===== src/rtl/tlb_pkg.sv =====
package tlb_pkg;

    typedef struct packed {
        logic used;
        logic pinned;
        logic present;
    } ent_flags_t;

    typedef enum logic [2:0] {
        FA_NONE,
        FA_OVERWRITE,
        FA_EMPTY,
        FA_EVICT,
        FA_DROP
    } fill_act_e;

endpackage


===== src/rtl/tlb_cam.sv =====
module tlb_cam #(
    parameter int unsigned N      = 16,
    parameter int unsigned VPN_W  = 20,
    parameter int unsigned ASID_W = 8
) (
    input  logic [N-1:0]             used,
    input  logic [N-1:0][VPN_W-1:0]  vpn,
    input  logic [N-1:0][ASID_W-1:0] asid,
    input  logic [VPN_W-1:0]         key_vpn,
    input  logic [ASID_W-1:0]        key_asid,
    output logic [N-1:0]             match
);
    for (genvar i = 0; i < N; i++) begin : g_cmp
        assign match[i] = used[i] && (vpn[i] == key_vpn) && (asid[i] == key_asid);
    end
endmodule


===== src/rtl/tlb_pick.sv =====
module tlb_pick #(
    parameter int unsigned N     = 16,
    localparam int unsigned IDX_W = (N > 1) ? $clog2(N) : 1
) (
    input  logic [N-1:0]     free_vec,
    input  logic [N-1:0]     cand_vec,
    input  logic [IDX_W-1:0] rr,
    output logic             has_free,
    output logic [IDX_W-1:0] free_idx,
    output logic             has_cand,
    output logic [IDX_W-1:0] cand_idx
);
    always_comb begin
        has_free = 1'b0;
        free_idx = '0;
        for (int i = N - 1; i >= 0; i--) begin
            if (free_vec[i]) begin
                has_free = 1'b1;
                free_idx = IDX_W'(i);
            end
        end
    end

    always_comb begin
        has_cand = 1'b0;
        cand_idx = '0;
        for (int k = N - 1; k >= 0; k--) begin
            if (cand_vec[(int'(rr) + k) % N]) begin
                has_cand = 1'b1;
                cand_idx = IDX_W'((int'(rr) + k) % N);
            end
        end
    end
endmodule


===== src/rtl/tlb_assoc.sv =====
module tlb_assoc
    import tlb_pkg::*;
#(
    parameter int unsigned N      = 16,
    parameter int unsigned VPN_W  = 20,
    parameter int unsigned PFN_W  = 20,
    parameter int unsigned ASID_W = 8,
    parameter int unsigned OFF_W  = 12,
    localparam int unsigned IDX_W = (N > 1) ? $clog2(N) : 1,
    localparam int unsigned PA_W  = PFN_W + OFF_W
) (
    input  logic              clk,
    input  logic              rst_n,
    input  logic [VPN_W-1:0]  lk_vpn,
    input  logic [ASID_W-1:0] lk_asid,
    input  logic [OFF_W-1:0]  lk_offset,
    output logic              lk_hit,
    output logic              lk_trap,
    output logic [PA_W-1:0]   lk_paddr,
    input  logic              fill_en,
    input  logic [VPN_W-1:0]  fill_vpn,
    input  logic [ASID_W-1:0] fill_asid,
    input  logic [PFN_W-1:0]  fill_pfn,
    input  logic              fill_pinned,
    input  logic              fill_present,
    input  logic              flush_all,
    input  logic              flush_one,
    input  logic [ASID_W-1:0] flush_asid,
    output logic              fill_err
);
    typedef struct packed {
        ent_flags_t [N-1:0]             flg;
        logic [N-1:0][VPN_W-1:0]        vpn;
        logic [N-1:0][ASID_W-1:0]       asid;
        logic [N-1:0][PFN_W-1:0]        pfn;
        logic [IDX_W-1:0]               rr;
        logic                           err;
    } state_t;

    state_t state_q, state_d;

    logic [N-1:0] used_q, pinned_q, present_q;
    logic [N-1:0] used_post;
    logic [N-1:0] lk_match, dup_match;
    logic         has_free, has_cand;
    logic [IDX_W-1:0] free_idx, cand_idx, dup_idx, wr_idx;
    fill_act_e    fill_act;
    logic [PFN_W-1:0] sel_pfn;
    logic         sel_present;

    for (genvar i = 0; i < N; i++) begin : g_flags
        assign used_q[i]    = state_q.flg[i].used;
        assign pinned_q[i]  = state_q.flg[i].pinned;
        assign present_q[i] = state_q.flg[i].present;
    end

    // ---------------- lookup path (combinational)
    tlb_cam #(.N(N), .VPN_W(VPN_W), .ASID_W(ASID_W)) u_lk_cam (
        .used(used_q), .vpn(state_q.vpn), .asid(state_q.asid),
        .key_vpn(lk_vpn), .key_asid(lk_asid), .match(lk_match)
    );

    always_comb begin
        sel_pfn     = '0;
        sel_present = 1'b0;
        for (int i = 0; i < N; i++) begin
            if (lk_match[i]) begin
                sel_pfn     = sel_pfn | state_q.pfn[i];
                sel_present = sel_present | present_q[i];
            end
        end
        lk_hit   = (|lk_match) && sel_present;
        lk_trap  = (|lk_match) && !sel_present;
        lk_paddr = lk_hit ? {sel_pfn, lk_offset} : '0;
    end

    // ---------------- flush stage (applied before fill)
    always_comb begin
        for (int i = 0; i < N; i++) begin
            used_post[i] = used_q[i] &&
                !(!pinned_q[i] && (flush_all || (flush_one && state_q.asid[i] == flush_asid)));
        end
    end

    tlb_cam #(.N(N), .VPN_W(VPN_W), .ASID_W(ASID_W)) u_fill_cam (
        .used(used_post), .vpn(state_q.vpn), .asid(state_q.asid),
        .key_vpn(fill_vpn), .key_asid(fill_asid), .match(dup_match)
    );

    tlb_pick #(.N(N)) u_pick (
        .free_vec(~used_post), .cand_vec(used_post & ~pinned_q), .rr(state_q.rr),
        .has_free(has_free), .free_idx(free_idx),
        .has_cand(has_cand), .cand_idx(cand_idx)
    );

    always_comb begin
        dup_idx = '0;
        for (int i = 0; i < N; i++) begin
            if (dup_match[i]) dup_idx = IDX_W'(i);
        end
    end

    // ---------------- fill decision
    always_comb begin
        fill_act = FA_NONE;
        wr_idx   = '0;
        if (fill_en) begin
            if (|dup_match) begin
                fill_act = FA_OVERWRITE;
                wr_idx   = dup_idx;
            end else if (has_free) begin
                fill_act = FA_EMPTY;
                wr_idx   = free_idx;
            end else if (has_cand) begin
                fill_act = FA_EVICT;
                wr_idx   = cand_idx;
            end else begin
                fill_act = FA_DROP;
            end
        end
    end

    // ---------------- next state
    always_comb begin
        state_d     = state_q;
        state_d.err = (fill_act == FA_DROP);
        for (int i = 0; i < N; i++) begin
            state_d.flg[i].used = used_post[i];
        end
        if (fill_act == FA_OVERWRITE || fill_act == FA_EMPTY || fill_act == FA_EVICT) begin
            state_d.flg[wr_idx]  = '{used: 1'b1, pinned: fill_pinned, present: fill_present};
            state_d.vpn[wr_idx]  = fill_vpn;
            state_d.asid[wr_idx] = fill_asid;
            state_d.pfn[wr_idx]  = fill_pfn;
        end
        if (fill_act == FA_EVICT) begin
            state_d.rr = (int'(wr_idx) == N - 1) ? '0 : wr_idx + 1'b1;
        end
    end

    always_ff @(posedge clk or negedge rst_n) begin
        if (!rst_n) begin
            state_q <= '0;
        end else begin
            state_q <= state_d;
        end
    end

    assign fill_err = state_q.err;

    // ---------------- assertions
    assert_hit_trap_excl_R4: assert property (@(posedge clk) disable iff (!rst_n)
        !(lk_hit && lk_trap)) else $error("hit and trap together");

    assert_unique_match_R7: assert property (@(posedge clk) disable iff (!rst_n)
        $onehot0(lk_match)) else $error("duplicate entries match one lookup");

    assert_offset_passthru_R1: assert property (@(posedge clk) disable iff (!rst_n)
        lk_hit |-> (lk_paddr[OFF_W-1:0] == lk_offset)) else $error("offset altered");

    assert_victim_unpinned_R6: assert property (@(posedge clk) disable iff (!rst_n)
        (fill_act == FA_EVICT) |-> !pinned_q[wr_idx]) else $error("pinned victim");

    assert_err_after_fill_R8: assert property (@(posedge clk) disable iff (!rst_n)
        fill_err |-> $past(fill_en)) else $error("error pulse without fill");

    for (genvar i = 0; i < N; i++) begin : g_pin_chk
        assert_pinned_kept_R11: assert property (@(posedge clk) disable iff (!rst_n)
            (used_q[i] && pinned_q[i]) |=> used_q[i]) else $error("pinned entry lost");
    end

endmodule


===== config.mk =====
export PLATFORM = sky130hd
export DESIGN_NAME = tlb_assoc
export DESIGN_NICKNAME = d
export VERILOG_FILES = /design/src/rtl/tlb_pkg.sv /design/src/rtl/tlb_cam.sv /design/src/rtl/tlb_pick.sv /design/src/rtl/tlb_assoc.sv
export SDC_FILE = /design/constraint.sdc
export NUM_CORES = 2
export LEC_CHECK = 0
export CAP_MARGIN = 20
export CORE_MARGIN = 2
export CORE_UTILIZATION = 55
export DETAILED_ROUTE_END_ITERATION = 6
export PLACE_DENSITY_LB_ADDON = 0.2
export REMOVE_ABC_BUFFERS = 1
export SLEW_MARGIN = 20
export SYNTH_ARGS = -nofsm -noshare
export SYNTH_HDL_FRONTEND = slang
export SYNTH_HIERARCHICAL = 1
export SYNTH_SLANG_ARGS = --single-unit

===== constraint.sdc =====
create_clock -name clk -period 6.02 [get_ports clk]
set_input_delay 0.903 -clock clk [delete_from_list [all_inputs] [get_ports clk]]
set_output_delay 0.903 -clock clk [all_outputs]
set_load 0.005 [all_outputs]

==> results.py <==
metrics = {
    "logic_synthesis": {
        "synth.ff_latch_count": 821,
        "ys.flop_type": "sky130_fd_sc_hd__dfrtp_1",
        "synth.avg_cell_area_um2": 12.0,
        "synth_top_cells_by_area": "sky130_fd_sc_hd__dfrtp_1, sky130_fd_sc_hd__mux2_2, sky130_fd_sc_hd__xor2_1",
        "synth_largest_type_area_fraction_pct": 43.1,
        "yosys.cell_count.top_type": "sky130_fd_sc_hd__dfrtp_1",
        "syn_inst": 3979,
        "yosys_warnings": 6,
        "yosysSeqAreaShare_pct": 43.1,
        "async_flop_share_pct": 100,
        "yosysUniqueCellTypes": 78,
        "synth_edf_count": 0,
        "synth_area_leader_cell": "sky130_fd_sc_hd__dfrtp_1",
        "synth_commonest_cells": "sky130_fd_sc_hd__dfrtp_1, sky130_fd_sc_hd__xor2_1, sky130_fd_sc_hd__mux2_2",
        "post_synth_instance_area_um2": 47600,
    },
    "cells_and_area": {
        "fillerInstances": 6270,
        "final_layout_size_suffix_gt1_share_pct": 30.5,
        "design_area_um2": 57400,
        "fin_nets": 4454,
        "areaGrowthSynthToFinish_pct": 20.5,
    },
    "detailed_routing": {
        "length_of_routed_met3_wiring_um": 16200,
        "detail_route.first_pass.iterations": 5,
        "initialDrtViolationCount": 3897,
        "postRouteWirelength_um": 167000,
        "antenna_violating_nets_remaining": 0,
        "topRoutingLayerUsed": "met5",
        "detail_route.drc_violations": 0,
        "detail_route.wirelength.met1_um": 66400,
        "detail_route.vias_per_cell": 6.45,
        "detailroute.wirelength.met2_um": 74700,
        "route.vias.total": 35800,
        "detail_route.wl_per_cell_um": 30.1,
    },
    "min_path": {
        "worst_hold_path_type": "in2async",
    },
    "cts": {
        "clk_path_buf_depth": 3,
        "cts_tree": "built",
        "tritoncts_buffer_count": 90,
        "cts.root.buffer_cell": "sky130_fd_sc_hd__clkbuf_16",
        "worstSkewPairLatency_ns": 0.69,
        "htree_levels": 3,
        "ctsHoldBuffers": 0,
        "path_clk_slew_ns": 0.06,
        "clock_sink_total": 821,
    },
    "pwr": {
        "power_w": 0.0153,
        "power_per_standard_cell_area_nw_per_um2": 267,
        "power_leakage_nw": 26.9,
        "peakVddDrop_v": 0.000286,
    },
    "worst_setup_path": {
        "r2r_setup_slack_ns": 0.15,
        "critical_path.most_common_cell": "sky130_fd_sc_hd__buf_4",
        "timing.critical_path.to_type": "flip-flop",
        "critPathKind": "in2reg",
        "path_max_fanout": 8,
        "timing.reg2reg.worst_path_depth": 27,
        "startpoint_type": "input pin",
        "cp_slowest_cell": "sky130_fd_sc_hd__mux4_2",
        "cpPeakStageDelay_ns": 0.51,
        "cp_data_arrival_time_ns": 6.49,
        "crit_required_ns": 6.55,
    },
    "placed_design": {
        "routabilityCongestion": 0.961,
        "hpwl_um": 105000,
        "place.port_buffers": 137,
        "placement_cell_area_um2": 52100,
    },
    "timing": {
        "max-slew-margin-rel_pct": 23.9,
        "max_freq_ghz": 0.168,
        "finalCriticalPeriod_ns": 5.96,
        "rsz_0062_raised_after_global_routing": "yes",
        "period_share_pct": 99.0,
        "timing_worst_slew_pin_value_ns": 1.14,
        "final-max-slew-violation-count": 0,
        "report.final.hold_viol_count": 0,
        "finClkSkew_ns": 0.0535,
        "setup-violations-final": 0,
    },
    "floorplan": {
        "core_area_um2": 85500,
        "pin_count": 138,
        "chipHeight_um": 298,
        "floorplan.initialDensity_pct": 55.7,
        "core.rowCount": 107,
        "floorplan.die_area_um2": 89000,
        "die_width_um": 298,
    },
    "global_routing": {
        "antenna_found_initial": 3,
        "grt_pass1_vias": 35500,
        "grt_max_degree": 141,
        "grt_first_pass_wirelength_um": 239000,
        "grtUsageTotal_pct": 36.1,
        "remaining_overflow_grt": 0,
    },
    "outcome": {
        "result_of_the_run": "finished, final reports clean",
    },
    "run": {
        "cap_violations": 0,
    },
}
-- cells by family after synthesis --
| kind of cell | Yosys count | share of synthesized area, % |
|---|---|---|
| xor+xnor | 1035 | 19.0 |
| flops | 821 | 43.1 |
| compound gates | 329 | 5.32 |
| simple gates | 576 | 6.95 |
| fa+ha+maj | 11 | 0.289 |
| mux | 857 | 20.7 |
| buf+inv | 350 | 4.55 |
-- area by class of cell --
type | count | area (um2) | share of cell area (%)
clock buffer | 136 | 2650 | 4.61
inverter | 38 | 143 | 0.248
timing repair buffer | 581 | 6360 | 11.1
clock inverter | 27 | 288 | 0.501
multi-input combinational | 2808 | 26000 | 45.3
antenna | 1 | 2.50 | 0.00436
sequential | 821 | 20500 | 35.8
tap | 1144 | 1430 | 2.49
-- metal layers --
| layer | vias to the layer above | GRT usage (%) |
|---|---|---|
| met3 | 527 | 7.50 |
| met1 | 18500 | 48.7 |
| met2 | 1935 | 55.6 |
| li1 | 14900 | - |
| met4 | 2 | 17.5 |
| met5 | - | 0 |
-- how the worst max path moves through the flow --
stage | from | end | slack, ns | depth (start not counted)
after floorplan | flush_asid[7] | flip-flop | -1.14 | 20
after global placement | flush_asid[2] | flip-flop | -1.24 | 30
after detailed placement | flush_asid[2] | flip-flop | -1.29 | 30
after CTS | flush_asid[5] | flip-flop | -0.006 | 27
after global routing | flush_asid[5] | flip-flop | -0.11 | 28
final | flush_asid[7] | flip-flop | 0.06 | 29
-- power breakdown --
group	leakage, nW	total (W)	switching (W)	internal, W
clock network	1.44	0.00553	0.00242	0.00311
registers	11.2	0.00679	0.000647	0.00614
logic	14.3	0.00303	0.00149	0.00154
total	26.9	0.0153	0.00456	0.0108
-- cells in the final DEF, fill, tap and decap left out, types with 35 or more instances in the layout --
master and count:
sky130_fd_sc_hd__a22o_1 62, sky130_fd_sc_hd__xor2_1 658, sky130_fd_sc_hd__buf_4 296, sky130_fd_sc_hd__nor3_1 39, sky130_fd_sc_hd__a31oi_1 37, sky130_fd_sc_hd__nand4_1 114
sky130_fd_sc_hd__buf_12 99, sky130_fd_sc_hd__clkbuf_16 105, sky130_fd_sc_hd__dfrtp_1 820, sky130_fd_sc_hd__clkdlybuf4s50_1 95, sky130_fd_sc_hd__a221oi_1 64, sky130_fd_sc_hd__mux2_1 274
sky130_fd_sc_hd__nand2_1 54, sky130_fd_sc_hd__buf_2 35, sky130_fd_sc_hd__a22oi_1 44, sky130_fd_sc_hd__mux2_2 505, sky130_fd_sc_hd__nor4_1 151, sky130_fd_sc_hd__xnor2_1 350
sky130_fd_sc_hd__nand3_1 38
-- worst max-delay path: cells and delay by family --
kind,cells,cell delay [ns]
compound gates,7,1.19
xor+xnor,1,0.18
fa+ha+maj,1,0.19
buf+inv,9,1.30
mux,3,1.14
simple gates,8,1.54
-- stage by stage --
step	TNS, ns	worst slack (ns)	util [%]	cells	hold WS, ns
final	0	0.0607	67.1	5556	0.319
after detailed placement	-945.45	-1.29	60.9	5292	0.475
after CTS	-0.0168	-0.00611	65.5	5510	0.358
after global routing	-16.79	-0.106	67.1	5555	0.400
after global placement	-912.89	-1.24	60.9	5292	0.468
after floorplan	-342.61	-1.14	-	3667	0.459
-- timing repair --
action	in CTS	in global routing
buffers inserted	45	27
cloned	10	19
resized for setup	116	172
pin swaps	24	43
endpoints found under the setup margin	817	813
(Power assumes the default switching activity.)
